File: src/rtl/xip_pkg.sv
// Shared constants of the execute-in-place page cache.
// Assumes a flash with 24-bit byte addressing and the plain read command.
package xip_pkg;
    localparam int FLASH_AW   = 24;
    localparam int CMD_BITS   = 8;
    localparam int HDR_BITS   = CMD_BITS + FLASH_AW;
    localparam logic [CMD_BITS-1:0] READ_OPCODE = 8'h03;
endpackage

File: src/rtl/xip_spi_reader.sv
// Serial master for one page-long read transaction in SPI mode 0.
// Sends the opcode and a 24-bit address MSB first, then clocks in
// PAGE_BYTES bytes MSB first, reporting each byte with a one-cycle pulse.
// Assumes CLK_DIV >= 2; start is only honoured while not busy.
module xip_spi_reader
    import xip_pkg::*;
#(
    parameter int CLK_DIV    = 4,
    parameter int PAGE_BYTES = 256
) (
    input  logic                clk,
    input  logic                rst_n,
    input  logic                start,
    input  logic [FLASH_AW-1:0] start_addr,
    output logic                busy,
    output logic                rx_valid,
    output logic [7:0]          rx_byte,
    output logic                spi_sck,
    output logic                spi_cs_n,
    output logic                spi_mosi,
    input  logic                spi_miso
);
    localparam int LOW_CYC    = CLK_DIV / 2;
    localparam int TOTAL_BITS = HDR_BITS + 8 * PAGE_BYTES;
    localparam int BIT_W      = $clog2(TOTAL_BITS + 1);
    localparam int PH_W       = $clog2(CLK_DIV);

    logic [PH_W-1:0]     ph_q;
    logic [BIT_W-1:0]    bit_q;
    logic [HDR_BITS-1:0] out_sr;
    logic [6:0]          in_sr;
    logic                busy_q;
    logic                sck_q;
    logic                cs_q;

    // Sequence one transaction: divider phase, bit count, shift in and out.
    always_ff @(posedge clk) begin
        if (!rst_n) begin
            ph_q     <= '0;
            bit_q    <= '0;
            out_sr   <= '0;
            in_sr    <= '0;
            busy_q   <= 1'b0;
            sck_q    <= 1'b0;
            cs_q     <= 1'b1;
            rx_valid <= 1'b0;
            rx_byte  <= '0;
        end else begin
            rx_valid <= 1'b0;
            if (!busy_q) begin
                if (start) begin
                    busy_q <= 1'b1;
                    cs_q   <= 1'b0;
                    out_sr <= {READ_OPCODE, start_addr};
                    ph_q   <= '0;
                    bit_q  <= '0;
                    sck_q  <= 1'b0;
                end
            end else if (ph_q == PH_W'(CLK_DIV - 1)) begin
                ph_q   <= '0;
                sck_q  <= 1'b0;
                out_sr <= {out_sr[HDR_BITS-2:0], 1'b0};
                bit_q  <= bit_q + 1'b1;
                if (bit_q == BIT_W'(TOTAL_BITS - 1)) begin
                    busy_q <= 1'b0;
                    cs_q   <= 1'b1;
                end
            end else begin
                ph_q <= ph_q + 1'b1;
                if (ph_q == PH_W'(LOW_CYC - 1)) begin
                    sck_q <= 1'b1;
                    if (bit_q >= BIT_W'(HDR_BITS)) begin
                        in_sr <= {in_sr[5:0], spi_miso};
                        if (bit_q[2:0] == 3'b111) begin
                            rx_valid <= 1'b1;
                            rx_byte  <= {in_sr, spi_miso};
                        end
                    end
                end
            end
        end
    end

    assign busy     = busy_q;
    assign spi_sck  = sck_q;
    assign spi_cs_n = cs_q;
    assign spi_mosi = out_sr[HDR_BITS-1];
endmodule

File: src/rtl/xip_page_ram.sv
// Page storage: one synchronous write port, one combinational read port.
// Assumes a single writer; content is undefined until written.
module xip_page_ram #(
    parameter int PAGE_BITS = 8
) (
    input  logic                 clk,
    input  logic                 wr_en,
    input  logic [PAGE_BITS-1:0] wr_idx,
    input  logic [7:0]           wr_data,
    input  logic [PAGE_BITS-1:0] rd_idx,
    output logic [7:0]           rd_data
);
    localparam int DEPTH = 1 << PAGE_BITS;

    logic [7:0] mem_q [DEPTH];

    // Store one streamed byte.
    always_ff @(posedge clk) begin
        if (wr_en) mem_q[wr_idx] <= wr_data;
    end

    assign rd_data = mem_q[rd_idx];
endmodule

File: src/rtl/xip_fill_ctrl.sv
// Tag and fill tracking. Holds the page tag and the count of bytes of that
// page already stored; a fetch hits when its tag matches and its offset is
// below the count. A miss seen while the serial master is idle starts a
// refill at the page-aligned address. Assumes the processor holds its
// strobe and address while wait is high.
module xip_fill_ctrl
    import xip_pkg::*;
#(
    parameter int PAGE_BITS = 8
) (
    input  logic                 clk,
    input  logic                 rst_n,
    input  logic [FLASH_AW-1:0]  fetch_addr,
    input  logic                 fetch_rd,
    output logic                 fetch_wait,
    input  logic                 spi_busy,
    input  logic                 rx_valid,
    output logic                 start,
    output logic [FLASH_AW-1:0]  start_addr,
    output logic                 ram_we,
    output logic [PAGE_BITS-1:0] ram_widx
);
    localparam int TAG_W = FLASH_AW - PAGE_BITS;

    logic [TAG_W-1:0]   tag_q;
    logic [PAGE_BITS:0] fill_q;
    logic [TAG_W-1:0]   req_tag;
    logic               hit;

    // Compare the fetch against the held page and its filled prefix.
    always_comb begin
        req_tag    = fetch_addr[FLASH_AW-1:PAGE_BITS];
        hit        = (req_tag == tag_q) &&
                     ({1'b0, fetch_addr[PAGE_BITS-1:0]} < fill_q);
        fetch_wait = fetch_rd && !hit;
        start      = fetch_rd && !hit && !spi_busy;
        start_addr = {req_tag, {PAGE_BITS{1'b0}}};
    end

    // Retag on a refill start and advance the filled count per byte.
    always_ff @(posedge clk) begin
        if (!rst_n) begin
            tag_q  <= '0;
            fill_q <= '0;
        end else if (start) begin
            tag_q  <= req_tag;
            fill_q <= '0;
        end else if (rx_valid) begin
            fill_q <= fill_q + 1'b1;
        end
    end

    assign ram_we   = rx_valid;
    assign ram_widx = fill_q[PAGE_BITS-1:0];
endmodule

File: src/rtl/xip_page_cache.sv
// Top of the execute-in-place page cache: fetch port on one side, serial
// flash on the other. Hits return in the same cycle; misses stall the
// fetch until the wanted byte arrives from a whole-page read.
module xip_page_cache
    import xip_pkg::*;
#(
    parameter int CLK_DIV   = 4,
    parameter int PAGE_BITS = 8
) (
    input  logic                clk,
    input  logic                rst_n,
    input  logic [FLASH_AW-1:0] fetch_addr,
    input  logic                fetch_rd,
    output logic [7:0]          fetch_data,
    output logic                fetch_wait,
    output logic                spi_sck,
    output logic                spi_cs_n,
    output logic                spi_mosi,
    input  logic                spi_miso
);
    localparam int PAGE_BYTES = 1 << PAGE_BITS;

    logic                 start;
    logic [FLASH_AW-1:0]  start_addr;
    logic                 busy;
    logic                 rx_valid;
    logic [7:0]           rx_byte;
    logic                 ram_we;
    logic [PAGE_BITS-1:0] ram_widx;

    xip_fill_ctrl #(.PAGE_BITS(PAGE_BITS)) ctrl_i (
        .clk        (clk),
        .rst_n      (rst_n),
        .fetch_addr (fetch_addr),
        .fetch_rd   (fetch_rd),
        .fetch_wait (fetch_wait),
        .spi_busy   (busy),
        .rx_valid   (rx_valid),
        .start      (start),
        .start_addr (start_addr),
        .ram_we     (ram_we),
        .ram_widx   (ram_widx)
    );

    xip_spi_reader #(.CLK_DIV(CLK_DIV), .PAGE_BYTES(PAGE_BYTES)) spi_i (
        .clk        (clk),
        .rst_n      (rst_n),
        .start      (start),
        .start_addr (start_addr),
        .busy       (busy),
        .rx_valid   (rx_valid),
        .rx_byte    (rx_byte),
        .spi_sck    (spi_sck),
        .spi_cs_n   (spi_cs_n),
        .spi_mosi   (spi_mosi),
        .spi_miso   (spi_miso)
    );

    xip_page_ram #(.PAGE_BITS(PAGE_BITS)) ram_i (
        .clk     (clk),
        .wr_en   (ram_we),
        .wr_idx  (ram_widx),
        .wr_data (rx_byte),
        .rd_idx  (fetch_addr[PAGE_BITS-1:0]),
        .rd_data (fetch_data)
    );
endmodule

File: config.mk
export PLATFORM = sky130hd
export DESIGN_NAME = xip_page_cache
export DESIGN_NICKNAME = d
export VERILOG_FILES = /design/src/rtl/xip_pkg.sv /design/src/rtl/xip_spi_reader.sv /design/src/rtl/xip_page_ram.sv /design/src/rtl/xip_fill_ctrl.sv /design/src/rtl/xip_page_cache.sv
export SDC_FILE = /design/constraint.sdc
export NUM_CORES = 2
export LEC_CHECK = 0
export BUFFER_PORTS_ARGS = -buffer_cell sky130_fd_sc_hd__buf_2
export CAP_MARGIN = 15
export CORE_MARGIN = 2
export CORE_UTILIZATION = 40
export CTS_CLUSTER_DIAMETER = 80
export DETAILED_ROUTE_END_ITERATION = 10
export PLACE_DENSITY_LB_ADDON = 0.05
export REMOVE_ABC_BUFFERS = 1
export SYNTH_ARGS = -nofsm -noshare
export SYNTH_HDL_FRONTEND = slang
export SYNTH_SLANG_ARGS = --single-unit
File: constraint.sdc
create_clock -name clk -period 7.9 [get_ports clk]
set_input_delay 1.58 -clock clk [delete_from_list [all_inputs] [get_ports clk]]
set_output_delay 1.58 -clock clk [all_outputs]
set_load 0.05 [all_outputs]
==> impl_results.md <==
* Outcome: complete, no violations
* CTS Sinks at 2130
* Sequential fraction of the synthesis area at 75.92%
* Skew-Pair Late Insertion Delay at 860 ps
* Relative slew slack at about a fifth
* Core ar. at 0.2069 sq mm
* Setup crit end kind: primary output
* Largest net degree at the start of global routing at approximately 190
* Netlist cell types at 71
* # IOs at 40
* Pins Over Slew Limit at 0
* Die Y at 460.0 um
* Die X at 460.0 um
* Avg WL per Cell at 31.55 um
* Final core occ at 45.40%
* Hold Vio Cnt, Final at 0
* Max cap viols at 0
* Initial Util at 40.21%
* Hpwl dp at 141600 um
* Final setup violation count at 0
* EDFF count, synth at just over 2000
* DRT iter0 DRCs at 3888
* Final WL at 228600 um
* GPL Wtd Cong at 0.7982
* Clk buf depth at 3
* CTS root buffer: clkbuf_16
* First-pass GRT wire length at 324400 um
* Leakage power at 0.02998 uW
* Worst-Margin Slew at approximately 1200 ps
* Most used DFF post-synth: edfxtp_1
* Number of nets with antenna violations after routing at 0
* Row count at 167
* Startpoint types: primary input
* Router iterations before antenna repair at 7
* Fin Setup TNS at 0 ps
* Syn-to-layout area delta at 12.91%
* Hold_buf cts at 0
* Grt ovf at 0
* Final nets at 4389
* Leading cell types in the layout, fill and taps excluded: 2048 x edfxtp_1, 431 x mux4_2, 317 x nor2_1
* Inserted Clock Buffers at 223
* Port Buffer Count at 39
* Die area at 0.2116 sq mm
* DRC viols at 0
* Reg clk slew, reported paths at 60 ps
* Total of cells resized after clock tree synthesis at 0
* TritonCTS clock tree: built
* F_max at 136.4 MHz
* Layout Skew at 29.29 ps
* PwrDens at roughly 250 mW/mm^2
* Number of global-route vias before repair at ~42000
* Vias at ~41000
* Hold Path Class: reg -> reg
* Avg Synthesized Cell Area at roughly 20 sq um
* Mapped Area at around 0.083 sq mm
* Critical path arrival at 5750 ps
* GRT Util Overall at 21.65%
* Depth of the CTS H-tree at 4
* Share of cells above drive strength 1 at 21.82%
* FFs w/ async S/R, synth at 0%
* RSZ-0062 raised after global routing: no
* Worst path required time at 6320 ps
* Final period utilization at 92.78%
* Tmin final at 7329 ps
* Most common cell after layout, fill and taps aside: edfxtp_1
* Postcts setup bufs at 0
* Yosys Warn Count at 0
* CP max FO at 27
* Post-Syn Instances at 4157
* WS Path Type: in -> out
* Count of state elements after synthesis at between 2000 and 2500
* Initial antenna violation count at 8
* DR vias/cell at approximately 5.7
* Hold slack at approximately 460 ps
* Max IR drop VDD at 0.0002417 V
synth_stat cells, types with 37 or more instances:
cell      number  share of area [%]
a21oi_1       84               0.51
a22oi_1      156                1.4
buf_2         57               0.34
clkbuf_1     113               0.51
dfxtp_1       82                2.0
edfxtp_1    2048                 74
mux2i_1      199                2.4
mux4_2       431                 12
nand2_1      108               0.49
nand3_1       46               0.28
nor2_1       320                1.4
o221ai_1      37               0.39
o22ai_1       39               0.29
state kept, by name, summed over array words and instances (netlist names):
signal and cells:
spi_i.spi_cs_n 1, spi_i.rx_valid 1, spi_i.in_sr 7, spi_i.ph_q 2, ram_i.mem_q 2048, spi_i.bit_q 12
ctrl_i.tag_q 16, spi_i.busy 1, spi_i.out_sr 24, spi_i.spi_sck 1, ctrl_i.fill_q 9, spi_i.rx_byte 8
final timing paths:
check              startpoint                   to  slack [ps]  depth (start not counted)
max             fetch_addr[0]        fetch_data[6]         570                         11
min           spi_i.out_sr[8]      spi_i.out_sr[8]         460                          2
max reg2reg  ctrl_i.fill_q[7]  ram_i.mem_q[155][5]        4460                          4
min reg2reg   spi_i.out_sr[8]      spi_i.out_sr[8]         460                          2
layer usage:
metal  global-route usage (%)  vias to the layer above  share of wire, %
met5                        0                        -                 0
met4                    5.724                        0               2.4
met3                    3.562                      285               5.2
met2                    35.08                     1144                48
met1                    30.47                    22109                44
li1                         -                    17577                 -
metrics by stage:
stage,setup slack (ps),total power [uW],area [sq um],cells
6_report,570.6,23340,93910,7244
5_1_grt,493.3,24030,93900,7243
3_5_place_dp,578.5,13450,86880,6823
4_1_cts,545.1,23570,93890,7241
3_3_place_gp,552.3,13450,86860,6820
2_1_floorplan,411.4,12910,81530,3905
layout make-up:
cell class,count,area [sq um]
Tap cell,2704,3383
Clock buffer,279,5956
Multi-Input combinational cell,1755,18390
Fill cell,17674,113000
Antenna cell,2,5.005
Inverter,20,75.07
Timing Repair Buffer,215,1876
Sequential cell,2130,63170
Clock inverter,139,1051
critical path: stages:
cell,delay (ps)
buf_8,320
buf_12,270
buf_12,240
mux4_2,530
mux2i_1,350
nor3_1,80
a2111oi_0,720
o311ai_0,580
nand4_1,450
nor3_1,210
buf_2,270
cells by family (layout without fill, tap and decap cells):
logic type      count (synthesis)  in the layout  share of synthesized area, %
compound gates                471            471                         4.134
other cells                     0              2                             0
buf+inv                       272            653                         2.062
simple gates                  603            603                         3.167
xor+xnor                       32             32                        0.3370
flops                        2130           2130                         75.92
mux                           633            633                         14.14
fa+ha+maj                      16             16                        0.2407
where the power goes:
part / total, uW / leakage [uW] / switching [uW] / internal, uW
clock: 10100 / 0.00345 / 4400 / 5740
combinational: 999 / 0.00690 / 592 / 408
sequential: 12200 / 0.0196 / 8.15 / 12200
total: 23300 / 0.0300 / 5000 / 18300
Power figures use the tool's default switching activity.
